`src/rtl/isr_pkg.sv`:
```
package isr_pkg;
    localparam int NBITS = 8;
    localparam int OFS_W = $clog2(NBITS);
    // bits that hold state; 5 and 4 are absent
    localparam logic [NBITS-1:0] USED_MASK = 8'b1100_1111;
    // bits stored active-high but presented inverted
    localparam logic [NBITS-1:0] INVERT_MASK = 8'b1000_0000;

    typedef enum logic {
        FLAG_IDLE   = 1'b0,
        FLAG_RAISED = 1'b1
    } flag_state_t;
endpackage

```
`src/rtl/isr_window_decode.sv`:
```
module isr_window_decode
    import isr_pkg::*;
#(
    parameter int ADDR_W = 16,
    parameter logic [ADDR_W-1:0] WIN_BASE = 16'h0488
) (
    input  logic              access,
    input  logic [ADDR_W-1:0] addr,
    output logic [NBITS-1:0]  hit
);
    always_comb begin
        hit = '0;
        if (access && (addr[ADDR_W-1:OFS_W] == WIN_BASE[ADDR_W-1:OFS_W])) begin
            hit[addr[OFS_W-1:0]] = 1'b1;
        end
    end
endmodule

```
`src/rtl/isr_event_map.sv`:
```
module isr_event_map
    import isr_pkg::*;
(
    input  logic             dma_evt,
    input  logic             scc_evt,
    input  logic             host_attn_evt,
    input  logic             idvec_acc,
    input  logic             intack,
    input  logic             bus_delay_evt,
    input  logic             dummy_rd_pend,
    input  logic             host_req_set,
    output logic [NBITS-1:0] set_vec,
    output logic [NBITS-1:0] hold_vec
);
    always_comb begin
        set_vec    = '0;
        set_vec[0] = idvec_acc & ~intack;
        set_vec[1] = host_attn_evt;
        set_vec[2] = scc_evt;
        set_vec[3] = dma_evt;
        set_vec[6] = bus_delay_evt;
        set_vec[7] = host_req_set;
        hold_vec    = '0;
        hold_vec[6] = dummy_rd_pend;
    end
endmodule

```
`src/rtl/isr_flag_cell.sv`:
```
module isr_flag_cell
    import isr_pkg::*;
(
    input  logic clk,
    input  logic rst_n,
    input  logic set_i,
    input  logic clr_i,
    input  logic hold_i,
    output logic flag_o
);
    flag_state_t state_q, state_d;

    always_ff @(posedge clk) begin
        if (!rst_n) state_q <= FLAG_IDLE;
        else        state_q <= state_d;
    end

    always_comb begin
        state_d = state_q;
        unique case (state_q)
            FLAG_IDLE:   if (set_i) state_d = FLAG_RAISED;
            FLAG_RAISED: if (clr_i && !hold_i && !set_i) state_d = FLAG_IDLE;
        endcase
    end

    always_comb begin
        flag_o = (state_q == FLAG_RAISED);
    end
endmodule

```
`src/rtl/bit_status_reg.sv`:
```
module bit_status_reg
    import isr_pkg::*;
#(
    parameter int ADDR_W = 16,
    parameter logic [ADDR_W-1:0] WIN_BASE = 16'h0488
) (
    input  logic              clk,
    input  logic              rst_n,
    input  logic              loc_rd,
    input  logic              loc_wr,
    input  logic [ADDR_W-1:0] loc_addr,
    input  logic              dma_evt,
    input  logic              scc_evt,
    input  logic              host_attn_evt,
    input  logic              idvec_acc,
    input  logic              intack,
    input  logic              bus_delay_evt,
    input  logic              dummy_rd_pend,
    input  logic              host_req_set,
    output logic [7:0]        status,
    output logic [3:0]        local_irq,
    output logic              host_irq_n
);
    logic [NBITS-1:0] hit;
    logic [NBITS-1:0] set_vec;
    logic [NBITS-1:0] hold_vec;
    logic [NBITS-1:0] flags;

    isr_window_decode #(.ADDR_W(ADDR_W), .WIN_BASE(WIN_BASE)) u_dec (
        .access (loc_rd | loc_wr),
        .addr   (loc_addr),
        .hit    (hit)
    );

    isr_event_map u_map (
        .dma_evt       (dma_evt),
        .scc_evt       (scc_evt),
        .host_attn_evt (host_attn_evt),
        .idvec_acc     (idvec_acc),
        .intack        (intack),
        .bus_delay_evt (bus_delay_evt),
        .dummy_rd_pend (dummy_rd_pend),
        .host_req_set  (host_req_set),
        .set_vec       (set_vec),
        .hold_vec      (hold_vec)
    );

    for (genvar i = 0; i < NBITS; i++) begin : g_bit
        if (USED_MASK[i]) begin : g_cell
            isr_flag_cell u_cell (
                .clk    (clk),
                .rst_n  (rst_n),
                .set_i  (set_vec[i]),
                .clr_i  (hit[i]),
                .hold_i (hold_vec[i]),
                .flag_o (flags[i])
            );
        end else begin : g_absent
            logic unused_sink;
            assign unused_sink = hit[i] | set_vec[i] | hold_vec[i];
            assign flags[i]    = 1'b0;
        end
    end

    always_comb begin
        status     = flags ^ INVERT_MASK;
        local_irq  = status[3:0];
        host_irq_n = status[7];
    end
endmodule

```
`config.mk`:
```
export PLATFORM = sky130hd
export DESIGN_NAME = bit_status_reg
export DESIGN_NICKNAME = d
export VERILOG_FILES = /design/src/rtl/isr_pkg.sv /design/src/rtl/isr_window_decode.sv /design/src/rtl/isr_event_map.sv /design/src/rtl/isr_flag_cell.sv /design/src/rtl/bit_status_reg.sv
export SDC_FILE = /design/constraint.sdc
export NUM_CORES = 1
export LEC_CHECK = 0
export CORE_AREA = 2 2 40 42
export DETAILED_ROUTE_END_ITERATION = 6
export DIE_AREA = 0 0 42 44
export PLACE_DENSITY = 0.8
export RECOVER_POWER = 50
export SYNTH_ARGS = -nofsm -noshare
export SYNTH_HDL_FRONTEND = slang
export SYNTH_SLANG_ARGS = --single-unit
```
`constraint.sdc`:
```
create_clock -name clk -period 2.78 [get_ports clk]
set_clock_uncertainty 0.15 [all_clocks]
set_input_delay 0.417 -clock clk [delete_from_list [all_inputs] [get_ports clk]]
set_output_delay 0.417 -clock clk [all_outputs]
set_load 0.005 [all_outputs]
```
======== After elaboration in Yosys (flattened, before gate mapping) ========
Cells that the tools add are included.
word-level totals
  register bits after elaboration ......... 6
  latch bits .............................. 0
  bits in writable memories ............... 0
  bits in read-only memories .............. 0
  bits of input ports ..................... 28
  output and inout port bits .............. 13
  logic and storage cells ................. 55
  memories kept ........................... 0
operators by class
  $add $sub $neg .......................... 0
  multiply operators ...................... 0
  divide/modulo/power cells ............... 0
  magnitude comparators ................... 2
  eq/ne operators ......................... 1
  shift-type cells ........................ 0
  mux-type cells .......................... 21
  bitwise logic cells ..................... 9
  reduce and logical (&&, ||, !) cells .... 16
operators with widths
  kind                 count
  $eq 13x8->1 const B  1
  $mux 1               13
  $pmux 1 s2           6
  $logic_and 1x1->1    9
  $mux 8               1
  $logic_not 1->1      7
  $not 1->1            7
  $lt 3x4->1 const B   1
  $demux 1 s3          1
  $ge 3x1->1 const B   1
  $and 1x1->1          1
  $or 1x1->1           1

======== Longest topological paths before layout ========
  depth in word-level cells ............... 9
  mapped depth ............................ 3
  gate-level depth less buffers ........... 3

======== Modules after synthesis ========
A second synthesis with hierarchy kept.
second synthesis, totals
  cell total of the unflattened synthesis .. 74
  area total of the unflattened synthesis .. 606.8 sq um
modules (own cells, without submodules)
  module             instances  cells each  area each (sq um)  seq. area each (sq um)
  isr_flag_cell      6          4           41.3               20.0
  isr_event_map      1          17          130.1              0.0
  isr_window_decode  1          18          125.1              0.0
  bit_status_reg     1          15          103.8              0.0

======== Worst setup path before layout ========
Ideal clock, no wire load.
  path type ............................... input -> register
  from .................................... input loc_addr[4]
  to ...................................... register g_bit[0].g_cell.u_cell.state_q
  setup time .............................. 138 ps
  arrival ................................. 1361 ps
  data required time ...................... 2492 ps
  setup slack ............................. 1131 ps
  stages on the path ...................... 3
  buffers on the path ..................... 0
  cells stage by stage .................... or4b_4 -> nor4b_4 -> a31oi_1
on the way
  cells in the longest elaborated chain, start to end .. 6
RTL lines
  element               line                     source
  from (decl)           bit_status_reg.sv:11     input logic [ADDR_W-1:0] loc_addr,
  $eq 13x8->1           isr_window_decode.sv:13  if (access && (addr[ADDR_W-1:OFS_W] == WIN_BASE[ADDR_W-1:OFS_W])) begin
  $logic_and 1x1->1     isr_window_decode.sv:13
  $mux 8                isr_window_decode.sv:13
  $logic_and 1x1->1     isr_flag_cell.sv:22      FLAG_RAISED: if (clr_i && !hold_i && !set_i) state_d = FLAG_IDLE;
  $mux 1                isr_flag_cell.sv:22
  $pmux 1 s2            isr_flag_cell.sv:20      unique case (state_q)
  to (signal assigned)  isr_flag_cell.sv:15      else state_q <= state_d;
  to (decl)             isr_flag_cell.sv:11      flag_state_t state_q, state_d;
Every way passes these cells.
A chain may end at the register's enable or synchronous reset.

======== Worst setup path in the final report ========
  from .................................... input loc_addr[4]
  to ...................................... register g_bit[7].g_cell.u_cell.state_q
on the way
  cells in the longest elaborated chain, start to end .. 6
RTL lines
  element               line
  $eq 13x8->1           isr_window_decode.sv:13
  $logic_and 1x1->1     isr_window_decode.sv:13
  $mux 8                isr_window_decode.sv:13
  $logic_and 1x1->1     isr_flag_cell.sv:22
  $mux 1                isr_flag_cell.sv:22
  $pmux 1 s2            isr_flag_cell.sv:20
  to (signal assigned)  isr_flag_cell.sv:15
  to (decl)             isr_flag_cell.sv:11
Every way passes these cells.

==> summary.md <==
| Metric | Value |
|---|---|
| Flop-to-flop setup slack | ~2 ns |
| Final Setup Violations | 0 |
| CP arrival | about 1.9 ns |
| Commonest register cell after synthesis | dfxtp_1 |
| Dpl ws | roughly 0.62 ns |
| Maximum number of pins on one net before global-route repair | 7 |
| Final hold violation count | 0 |
| Final wirelength | about 930 µm |
| Critical path's slowest cell | or4b_4 |
| CTS tree | done |
| Netlist cell types | 17 |
| CTS H-tree lvls | 1 |
| # hold bufs at CTS | 0 |
| Routed vias/inst | 4.716 |
| Root Buffer Master | clkbuf_4 |
| Cell Pwr Density | about 340 nW/µm² |
| Kind of critical path | input pin to flip-flop |
| RSZ-0062 raised after global routing | no |
| Post-synth EDFFs | 0 |
| Largest cells by area after synthesis | dfxtp_1 (30%), buf_4 (22%), a31oi_1 (9.3%), o21ai_0 (7.4%), nor4b_4 (5.9%) |
| Inst Count DP | between 90 and 100 |
| Setup TNS | 0 ns |
| Remaining global-route overflow | 0 |
| Multi-input logic area | a little under 200 µm² |
| FP Rows | 14 |
| Seq/Total Area, Yosys | 0.2963 |
| TritonCTS sink count | 6 |
| Die width | approximately 42 µm |
| Final Wtd Congestion | 0.6574 |
| P&R area growth vs syn | 83.02% |
| Fin cells | 95 |
| Hold_sp | g_bit[6].g_cell.u_cell.flag_o |
| Most common cell in the netlist | buf_4 |
| Core ar. | ~1400 µm² |
| Commonest cells in the netlist | buf_4 (12), a31oi_1 (6), dfxtp_1 (6), o21ai_0 (6), nor2_1 (5) |
| Worst Hold Depth | 2 |
| N_diodes | 0 |
| DRT iter0 DRCs | 7 |
| Worst r2r src | g_bit[0].g_cell.u_cell.flag_o |
| Post-Route M1 WL | around 340 µm |
| Initial antenna violation count | 0 |
| Worst EP required | between 2 and 3 ns |
| Post-CTS Setup Inserts | 0 |
| Crit Path Max Fanout | 6 |
| Slew Viols, Final | 0 |
| Total Power | around 250 µW |
| IO Port Bufs | 38 |
| Synthesized flop and latch total | 6 |
| Post-DRT Antenna Nets | 0 |
| Worst VDD drop | between 0.15 and 0.2 mV |
| Nets | 109 |
| Worst path max stage delay | 0.54 ns |
| Syn Area/Cell | between 8 and 9 µm² |
| Crit-path leading delay family | simple AND/OR/NAND/NOR gates |
| Vias in the first global route | 354 |
| Final min period | about 1.9 ns |
| Post-synth ARST share | 0 |
| Setup WS post-layout | slightly below 0.9 ns |
| Syn Std Cell Area | ~400 µm² |
| Avg WL per Cell | between 9 and 10 µm |
| Share of post-route cells with drive strength above 1 | 0.06329 |
| Max Buffers Root-to-Sink | 2 |
| Hold EP | g_bit[6].g_cell.u_cell.flag_o |
| Ordered list of cells on the worst path | clkdlybuf4s50_1 -> or4b_4 -> nor4b_4 -> a31oi_1 |
| Met3 WL | around 120 µm |
| Maxcap violations | 0 |
| Synth top area share | 0.2963 |
| Top Ports | approximately 40 |
| Starting density of the core | 0.2857 |
| Post_cts resized | 0 |
| Gr usage total | 0.1021 |
| Final core utilization | 0.5229 |
| Residual DRC | 0 |
| Lkg Pwr | roughly 0.28 nW |
| HP Class | flip-flop to flip-flop |
| Die H | around 44 µm |
| Highest routed layer | met3 |
| Final period util | 0.6818 |
| Worst Setup SP | loc_addr[4] |
| Buf/Inv on CP | 1 |
| Number of buffers created by CTS | 3 |
| CP Launch Type | input pin |
| First-pass GRT wire length | ~1400 µm |
| Status | completed |
| Ys Warns | 0 |
| Setup crit end kind | flip-flop |
| Largest register FFs | 6 |
| R2R Path End | g_bit[0].g_cell.u_cell.flag_o |
| Vias | approximately 450 |
| Met2 wire len | roughly 470 µm |
| Dominant cell type by area after synthesis | dfxtp_1 |
| Drt pass-1 iters | 4 |
| Post-Syn Instances | 49 |
| Die area | about 1800 µm² |
| FF-to-FF path depth | 2 |
| Max Clk Rate | between 500 and 600 MHz |
| Clk Latency, worst-skew pair | between 0.2 and 0.25 ns |
| Clock slew at reported path FFs | about 0.040 ns |
| Final-layout fill cell count | 140 |
| Reg area | 120.1 µm² |
-- worst reg2reg max path, delay by kind of cell (launching register included) --
kind           cells  cell delay [ns]
flip-flops         1             0.31
AO/OA/AOI/OAI      2             0.21
-- area by class of cell --
type                    instances  area share
inverters                       1    0.005059
clock buffers                   3     0.03035
well taps                      16     0.02698
repair buffers                 38      0.5126
multi-input cells              31      0.2631
flip-flops and latches          6      0.1619
-- layout by cell type (no fill, tap or decap), drive strengths merged --
cell type | synthesis | final
nor4b | 1 | 1
clkdlybuf4s50 | 0 | 30
a31oi | 6 | 6
dfxtp | 6 | 6
nor2 | 5 | 5
nor4 | 1 | 1
nand2b | 2 | 2
o21ai | 6 | 6
nor3 | 2 | 2
nor3b | 1 | 1
inv | 1 | 1
or4 | 1 | 1
or4b | 2 | 2
dlygate4sd3 | 0 | 8
clkbuf | 0 | 3
conb | 1 | 2
nand2 | 1 | 1
nor2b | 1 | 1
-- metrics by stage --
stage	hold slack [ns]	instance area [µm²]
after floorplan	0.3490	409.1
final	0.3747	742.0
after detailed placement	0.3764	719.4
after global routing	0.4095	742.0
after global placement	0.3790	719.4
after CTS	0.3799	742.0
-- worst max-delay path by stage --
stage                               endpoint  depth (start not counted)
2_1_floorplan  g_bit[0].g_cell.u_cell.flag_o                          3
3_3_place_gp   g_bit[0].g_cell.u_cell.flag_o                          4
3_5_place_dp   g_bit[7].g_cell.u_cell.flag_o                          4
4_1_cts        g_bit[7].g_cell.u_cell.flag_o                          4
5_1_grt        g_bit[6].g_cell.u_cell.flag_o                          4
6_report       g_bit[7].g_cell.u_cell.flag_o                          4
-- report_power, final --
| group | switching (mW) | internal [mW] | leakage (nW) |
|---|---|---|---|
| sequential | 0.00310 | 0.0926 | 0.0502 |
| combinational | 0.0203 | 0.0552 | 0.220 |
| clock | 0.0290 | 0.0487 | 0.0138 |
| total | 0.0524 | 0.196 | 0.284 |
-- cells by family after synthesis --
family | synth area share
and+or+nand+nor | 0.2963
buffers and inverters | 0.2315
AOI/OAI and AO/OA | 0.1667
DFF | 0.2963
other | 0.009250
-- metal layers --
metal	up-vias	track usage
met5	-	0
met4	0	0.05806
met3	0	0.05000
met2	28	0.1750
met1	196	0.1010
li1	224	-
(Power assumes the default switching activity.)
